$ cat config.mk
export PLATFORM = sky130hd
export DESIGN_NAME = irq_count_aggregator
export DESIGN_NICKNAME = d
export VERILOG_FILES = /design/src/rtl/irq_count_pkg.sv /design/src/rtl/src_event_counter.sv /design/src/rtl/mask_cell.sv /design/src/rtl/irq_merge.sv /design/src/rtl/irq_count_aggregator.sv
export SDC_FILE = /design/constraint.sdc
export NUM_CORES = 2
export LEC_CHECK = 0
export BUFFER_PORTS_ARGS = -buffer_cell sky130_fd_sc_hd__buf_2
export CAP_MARGIN = 20
export CORE_ASPECT_RATIO = 0.75
export CORE_MARGIN = 1.5
export CORE_UTILIZATION = 55
export DETAILED_ROUTE_END_ITERATION = 10
export PLACE_DENSITY = 0.81
export SETUP_SLACK_MARGIN = 0.5
export SYNTH_ARGS = -nofsm -noshare
export SYNTH_HDL_FRONTEND = slang
export SYNTH_HIERARCHICAL = 1
export SYNTH_SLANG_ARGS = --single-unit
$ cat constraint.sdc
create_clock -name clk -period 2.85 [get_ports clk]
set_input_delay 0.57 -clock clk [delete_from_list [all_inputs] [get_ports clk]]
set_output_delay 0.57 -clock clk [all_outputs]
set_load 0.1 [all_outputs]
$ cat src/rtl/irq_count_pkg.sv
package irq_count_pkg;

  typedef enum logic [1:0] {
    MCMD_KEEP_LO = 2'b00,
    MCMD_UNMASK  = 2'b01,
    MCMD_MASK    = 2'b10,
    MCMD_KEEP_HI = 2'b11
  } mask_cmd_e;

  function automatic logic next_mask(input logic cur, input logic [1:0] code);
    case (code)
      MCMD_UNMASK: next_mask = 1'b0;
      MCMD_MASK:   next_mask = 1'b1;
      default:     next_mask = cur;
    endcase
  endfunction

endpackage

$ cat src/rtl/src_event_counter.sv
module src_event_counter #(
  parameter int CNT_W = 32
) (
  input  logic             clk,
  input  logic             rst_n,
  input  logic             evt_i,
  input  logic             ack_we_i,
  input  logic [CNT_W-1:0] ack_val_i,
  output logic [CNT_W-1:0] cnt_o,
  output logic             pending_o
);
  logic [CNT_W-1:0] cnt_q;
  logic [CNT_W-1:0] ack_q;

  // Counter wraps naturally at its maximum.
  always_ff @(posedge clk or negedge rst_n) begin
    if (!rst_n) begin
      cnt_q <= '0;
    end else if (evt_i) begin
      cnt_q <= cnt_q + CNT_W'(1);
    end
  end

  always_ff @(posedge clk or negedge rst_n) begin
    if (!rst_n) begin
      ack_q <= '0;
    end else if (ack_we_i) begin
      ack_q <= ack_val_i;
    end
  end

  assign cnt_o     = cnt_q;
  assign pending_o = (cnt_q != ack_q);
endmodule

$ cat src/rtl/mask_cell.sv
module mask_cell
  import irq_count_pkg::*;
(
  input  logic       clk,
  input  logic       rst_n,
  input  logic       we_i,
  input  logic [1:0] code_i,
  output logic       masked_o
);
  logic masked_q;

  always_ff @(posedge clk or negedge rst_n) begin
    if (!rst_n) begin
      masked_q <= 1'b1;
    end else if (we_i) begin
      masked_q <= next_mask(masked_q, code_i);
    end
  end

  assign masked_o = masked_q;
endmodule

$ cat src/rtl/irq_merge.sv
module irq_merge #(
  parameter int NUM_SRC = 16
) (
  input  logic [NUM_SRC-1:0] pending_i,
  input  logic [NUM_SRC-1:0] masked_i,
  output logic               irq_o
);
  logic [NUM_SRC-1:0] live;

  assign live  = pending_i & ~masked_i;
  assign irq_o = |live;
endmodule

$ cat src/rtl/irq_count_aggregator.sv
module irq_count_aggregator #(
  parameter int NUM_CORES = 15,
  parameter int CNT_W     = 32,
  parameter int RING_W    = 8,
  localparam int NUM_SRC  = NUM_CORES + 1,
  localparam int SEL_W    = (NUM_SRC > 1) ? $clog2(NUM_SRC) : 1
) (
  input  logic                 clk,
  input  logic                 rst_n,
  input  logic [NUM_SRC-1:0]   evt_i,
  input  logic                 mask_we_i,
  input  logic [2*NUM_SRC-1:0] mask_cmd_i,
  input  logic                 ack_we_i,
  input  logic [SEL_W-1:0]     ack_sel_i,
  input  logic [CNT_W-1:0]     ack_val_i,
  input  logic [SEL_W-1:0]     rd_sel_i,
  output logic [CNT_W-1:0]     rd_cnt_o,
  output logic [RING_W-1:0]    rd_ring_o,
  output logic [NUM_SRC-1:0]   pending_o,
  output logic [NUM_SRC-1:0]   masked_o,
  output logic                 irq_o
);
  logic [NUM_SRC-1:0][CNT_W-1:0] cnt_q;
  logic [NUM_SRC-1:0]            ack_hit;

  for (genvar k = 0; k < NUM_SRC; k++) begin : g_src
    assign ack_hit[k] = ack_we_i && (ack_sel_i == SEL_W'(k));

    src_event_counter #(.CNT_W(CNT_W)) u_cnt (
      .clk       (clk),
      .rst_n     (rst_n),
      .evt_i     (evt_i[k]),
      .ack_we_i  (ack_hit[k]),
      .ack_val_i (ack_val_i),
      .cnt_o     (cnt_q[k]),
      .pending_o (pending_o[k])
    );

    mask_cell u_mask (
      .clk      (clk),
      .rst_n    (rst_n),
      .we_i     (mask_we_i),
      .code_i   (mask_cmd_i[2*k +: 2]),
      .masked_o (masked_o[k])
    );
  end

  irq_merge #(.NUM_SRC(NUM_SRC)) u_merge (
    .pending_i (pending_o),
    .masked_i  (masked_o),
    .irq_o     (irq_o)
  );

  // Readback mux written as a loop so an out-of-range select reads zero.
  always_comb begin
    rd_cnt_o = '0;
    for (int k = 0; k < NUM_SRC; k++) begin
      if (rd_sel_i == SEL_W'(k)) rd_cnt_o = cnt_q[k];
    end
  end

  assign rd_ring_o = rd_cnt_o[RING_W-1:0];
endmodule

# After elaboration in Yosys (flattened, before gate mapping)
# Cells that the tools add are included.
# Widths: inputs -> output; s select.
dict set report word_totals {
  mem_bits_rw 0
  output_inout_bits 73
  memories 0
  latch_bits 0
  mem_bits_ro 0
  register_bits 1040
  word_cells 227
  in_bits 92
}
dict set report classes {
  div 0
  n_mux 32
  n_bitwise 2
  n_mul 0
  n_eq_ne 78
  n_reduce_logical 51
  add_sub_neg 16
  order_cmp 0
  n_shift 0
}
# cell n
set ops {}
lappend ops {{$add 32x1->32 const B} 16}
lappend ops {{$mux 32} 16}
lappend ops {{$ne 32x32->1} 16}
lappend ops {{$eq 4x4->1 const B} 16}
lappend ops {{$eq 2x1->1 const B} 16}
lappend ops {{$eq 2x2->1 const B} 16}
lappend ops {{$eq 4x3->1 const B} 8}
lappend ops {{$pmux 1 s2} 16}
lappend ops {{$reduce_and 2->1} 16}
lappend ops {{$reduce_bool 2->1} 16}
lappend ops {{$and 16x16->16} 1}
lappend ops {{$eq 4x2->1 const B} 4}
lappend ops {{$logic_and 1x1->1} 16}
lappend ops {{$not 16->16} 1}
lappend ops {{$reduce_or 16->1} 1}
lappend ops {{$eq 4x1->1 const B} 2}
lappend ops {{$logic_not 4->1} 2}

# Longest topological paths before layout
dict set report logic_depth {
  depth_word 17
  mapped_depth 10
}

# Hierarchy
# Netlist, hierarchy kept.
# module area_per_inst_um2 n_inst seq_area_each_um2 cells_per_inst
set by_module_without_submodules {}
lappend by_module_without_submodules {src_event_counter 3005.4 16 1601.5 241}
lappend by_module_without_submodules {irq_count_aggregator 5744.3 1 0.0 868}
lappend by_module_without_submodules {mask_cell 71.3 16 26.3 5}
lappend by_module_without_submodules {irq_merge 178.9 1 0.0 21}

# Worst setup path after synthesis
# OpenSTA, ideal clock, no wires.
dict set report synth_path {
  path_type {input -> output}
  startpoint {input rd_sel_i[2]}
  endpoint {output rd_ring_o[1]}
  arrival_ns 4.500
  path_stages 9
  required_time_ns 2.280
  slack_ns -2.220
  path_cell_list {buf_2 -> buf_4 -> inv_1 -> nor2_1 -> nand2_2 -> clkbuf_1 -> o22ai_1 -> a211oi_1 -> buf_4}
}
dict set report synth_between {
  elab_chain_cells 17
}
# item line_no
set synth_rtl {}
lappend synth_rtl {{from (decl)} irq_count_aggregator.sv:16} ;# input logic [SEL_W-1:0] rd_sel_i,
lappend synth_rtl {{$logic_not 4->1} irq_count_aggregator.sv:58} ;# if (rd_sel_i == SEL_W'(k)) rd_cnt_o = cnt_q[k];
lappend synth_rtl {{$mux 32 (15 in series)} irq_count_aggregator.sv:58}
lappend synth_rtl {{$mux 32 *} irq_count_aggregator.sv:58}
lappend synth_rtl {{to (decl)} irq_count_aggregator.sv:18} ;# output logic [RING_W-1:0] rd_ring_o,
# Mark *: on every way between the ends. The rest lies on a longest branch, timed or not.

# Worst setup path after layout
dict set report layout_path {
  startpoint {register g_src[4].u_cnt.cnt_q[22]}
  endpoint {output irq_o}
}
dict set report layout_between {
  elab_chain_cells 3
}
# item line_no
set layout_rtl {}
lappend layout_rtl {{from (decl)} src_event_counter.sv:12} ;# logic [CNT_W-1:0] cnt_q;
lappend layout_rtl {{from (signal assigned)} src_event_counter.sv:20} ;# cnt_q <= cnt_q + CNT_W'(1);
lappend layout_rtl {{$ne 32x32->1} src_event_counter.sv:33} ;# assign pending_o = (cnt_q != ack_q);
lappend layout_rtl {{$and 16x16->16} irq_merge.sv:10} ;# assign live = pending_i & ~masked_i;
lappend layout_rtl {{$reduce_or 16->1} irq_merge.sv:11} ;# assign irq_o = |live;
lappend layout_rtl {{to (decl)} irq_count_aggregator.sv:21} ;# output logic irq_o
# Every way passes these cells.

==> flow_metrics.py <==
metrics = {
    "status": {
        "status": "finished, violations left",
        "violations": "setup timing",
    },
    "global_route": {
        "grt_max_degree": 96,
        "antenna_found_initial": 27,
        "gr-total-overflow": 0,
        "grt_usage": 0.451,
        "grt_pass1_wl_mm": 330,
        "grt_pass1_vias": 45700,
    },
    "synth": {
        "synth_top_cell_area_share": 0.465,
        "syn_inst": 4825,
        "synth_area_leader_cell": "dfrtp_1",
        "synth_edf_count": 0,
        "yosys-top-cells-area": "dfrtp_1 46%, xnor2_1 15%, mux2_2 11%",
        "ys_warn_count": 6,
        "syn-num-nets": 4949,
        "ys_types": 71,
        "ys_seq_area_frac": 0.472,
        "netlist_area_mm2": 0.0552,
        "synth_flop_cell": "dfrtp_1",
        "synthArstFlopShare": 1.00,
        "synth.avg_cell_area_um2": 11.4,
        "ys_seq_elements": 1040,
    },
    "floorplanning": {
        "die_area_mm2": 0.102,
        "initial_core_util": 0.555,
        "core_area_mm2": 0.0993,
        "rows": 100,
        "pin_count": 165,
        "die_h_um": 277,
        "die_width_um": 369,
    },
    "critical_path": {
        "worstSetupEndpointType": "output port",
        "critPathMaxStageDelay_ns": 0.55,
        "crit_chain": "xnor2_1, nand4_1, nor4_4, nand2_8, nor2b_4, a2111oi_4, nand4_1, buf_12",
        "crit_family": "simple AND/OR/NAND/NOR gates",
        "ff2ff_path_depth": 6,
        "cp.depth": 8,
        "crit_buf_inv": 1,
        "cp_slowest_cell": "nor4_4",
        "critPathArrivalTime_ns": 3.26,
        "worst-endpoint-required_ns": 2.28,
        "crit_top_cell": "nand4_1",
        "start_kind": "flop",
        "worstPathMaxFanout": 2,
        "critical_path_class": "reg -> out",
    },
    "run": {
        "drv_cap": 0,
    },
    "timing": {
        "fin_ws_ns": -0.980,
        "relSlewSlack": 0.225,
        "drv_slew": 0,
        "final-hold-violation-count": 0,
        "setup_viol": 53,
        "skew_ns": 0.0232,
        "worst_pin_slew_ns": 1.16,
        "hold_slack_ns": 0.105,
        "rsz0062_at_grt": "yes",
        "period_needed_ns": 3.83,
        "finalCritPeriodShare": 1.34,
        "fmax_ghz": 0.261,
    },
    "drt": {
        "drt_drc_violations_left": 0,
        "wire_per_inst_um": 32.4,
        "wirelength_mm": 236,
        "drtIter0Drc": 6762,
        "drt-pass1-iter-count": 9,
        "viasPerCell": 6.51,
        "final_antenna_net_count": 0,
        "num_vias": 47400,
    },
    "placed_design": {
        "port_buffers": 164,
        "dpl-instance-area_mm2": 0.0648,
        "place.gp.congestion": 1.11,
        "pre_cts_ws_ns": -0.763,
        "dp.cells": 6955,
        "hpwlAfterDp_mm": 169,
    },
    "clock_network": {
        "clockBufferDepth": 3,
        "clock-sinks": 1040,
        "cts-root-buf": "clkbuf_16",
        "clk_latency_ns": 0.73,
        "numCtsBuffers": 102,
        "cts.reportedPaths.clkPinSlew_ns": 0.06,
        "cts_tree": "yes",
        "h-tree-depth": 3,
    },
    "power": {
        "p_comb_frac": 0.294,
        "p_seq_frac": 0.400,
        "power.switching_mw": 16.0,
        "clock_power_share": 0.306,
        "switching_share": 0.330,
        "p_int_mw": 32.5,
        "ir_drop_mv": 0.703,
        "power_leakage_nw": 31.1,
        "total_power_mw": 48.5,
        "pwr_density_cell_mw_per_mm2": 669,
    },
    "final_layout": {
        "layout_common_cells": "979 x dfrtp_1, 913 x xnor2_1, 806 x buf_4",
        "nets": 5961,
        "area_growth_pct": 31.6,
        "final_area_mm2": 0.0726,
        "finalNonFillerCells": 7286,
        "drive_gt1_frac": 0.406,
        "fillers": 6494,
        "final_common_cell": "dfrtp_1",
    },
    "worst_hold_path": {
        "worstHoldPathCells": 2,
        "hp-class": "in -> reg",
    },
}
state kept, by name (all words and copies together) (netlist names):
signal and cells:
g_src.u_mask/masked_o 16, g_src.u_cnt/cnt_o 512, g_src.u_cnt/ack_q 512
per-stage QoR:
| stage | utilization | setup TNS (ns) |
|---|---|---|
| after CTS | 0.716 | -14.20 |
| after detailed placement | 0.653 | -20.04 |
| after global placement | 0.653 | -20.13 |
| after global routing | 0.730 | -17.69 |
| final | 0.731 | -15.04 |
| after floorplan | - | -3.80 |
worst register-to-register path, stage by stage, from the launching register on:
cell and delay (ns):
dfrtp_2 0.38, buf_4 0.16, buf_4 0.16, nand4_2 0.16, nor2_1 0.76, nand4_1 0.28
xnor2_1 0.28
path summary, 6_finish.rpt:
| path | from | endpoint | slack (ns) |
|---|---|---|---|
| min in group asynchronous | rst_n | g_src[7].u_cnt/ack_q[18] | 0.39 |
| min | evt_i[3] | g_src[3].u_cnt/cnt_o[0] | 0.10 |
| max in group asynchronous | rst_n | g_src[5].u_mask/masked_o | 1.44 |
| max | g_src[4].u_cnt/cnt_o[22] | irq_o | -0.98 |
| min reg2reg | g_src[0].u_cnt/ack_q[6] | g_src[0].u_cnt/ack_q[6] | 0.53 |
| max reg2reg | g_src[4].u_cnt/cnt_o[6] | g_src[4].u_cnt/cnt_o[19] | 0.56 |
final cells by class:
type	count	area, µm²	area share
flip-flops and latches	1040	26100	0.360
clock inverters	49	658	0.00907
inverters	41	154	0.00212
repair buffers	1147	10300	0.142
multi-input cells	3505	30600	0.421
well taps	1326	1660	0.0229
clock buffers	144	3030	0.0418
diodes	34	85.1	0.00117
cell families (layout without fill, tap and decap cells):
family,after synthesis,after routing,share of synthesized area
AND/OR/NAND/NOR,1390,1390,0.151
flip-flops,1040,1040,0.472
XOR/XNOR,1008,1008,0.160
multiplexers,638,638,0.131
AO/OA/AOI/OAI,437,437,0.0535
buffers and inverters,280,1381,0.0252
adder cells (fa/ha/maj),32,32,0.00726
other,0,34,0
metal layers:
metal | vias to the layer above | share of wire | global-route usage | wire, µm
met2 | 3279 | 0.40 | 0.605 | 94400
met5 | - | 0.000093 | 0 | 22
met3 | 538 | 0.15 | 0.171 | 35400
met1 | 24100 | 0.40 | 0.650 | 94600
li1 | 19500 | - | - | -
met4 | 4 | 0.049 | 0.183 | 11600
cell usage after synthesis, types with 10 or more instances:
cell type and n:
o21a_1 17, mux2_2 557, nand2b_1 14, and4_2 16, buf_2 161, dfrtp_1 1024, nor2_1 164, and3_1 166
ha_1 32, a22o_1 12, nand4_1 465, nand4_2 16, clkbuf_1 50, a22oi_1 10, mux2_4 16, xnor2_1 960
dfstp_2 16, mux2i_1 60, a211oi_1 16, nand3_1 108, nand2_1 192, o21ai_0 77, nor2b_4 21, o221ai_1 34
a21oi_1 111, and3_2 16, inv_1 40, nor4_4 16, and2_1 51, buf_4 17, o22ai_1 66, nor4_1 32
and4_1 16, buf_6 10, nor2b_1 27, o22a_1 25, nor3b_1 13, xor2_1 48, nor3_1 39
power by group through the flow:
stage / Sequential [mW] / Combinational (mW) / Clock (mW)
floorplan: 19.7 / 7.10 / 0
global placement: 19.4 / 12.1 / 0
detailed placement: 19.6 / 12.4 / 0
CTS: 19.3 / 13.4 / 14.9
global route: 19.7 / 14.8 / 15.4
finish: 19.4 / 14.2 / 14.9
what timing repair did:
action,4_1_cts,5_1_grt
hold endpoints to repair,27,0
resized for setup,459,180
pin swaps,127,97
cloned,3,2
hold buffers,1,0
buffers inserted,45,53
setup endpoints to repair,59,60
(Power assumes the default switching activity.)
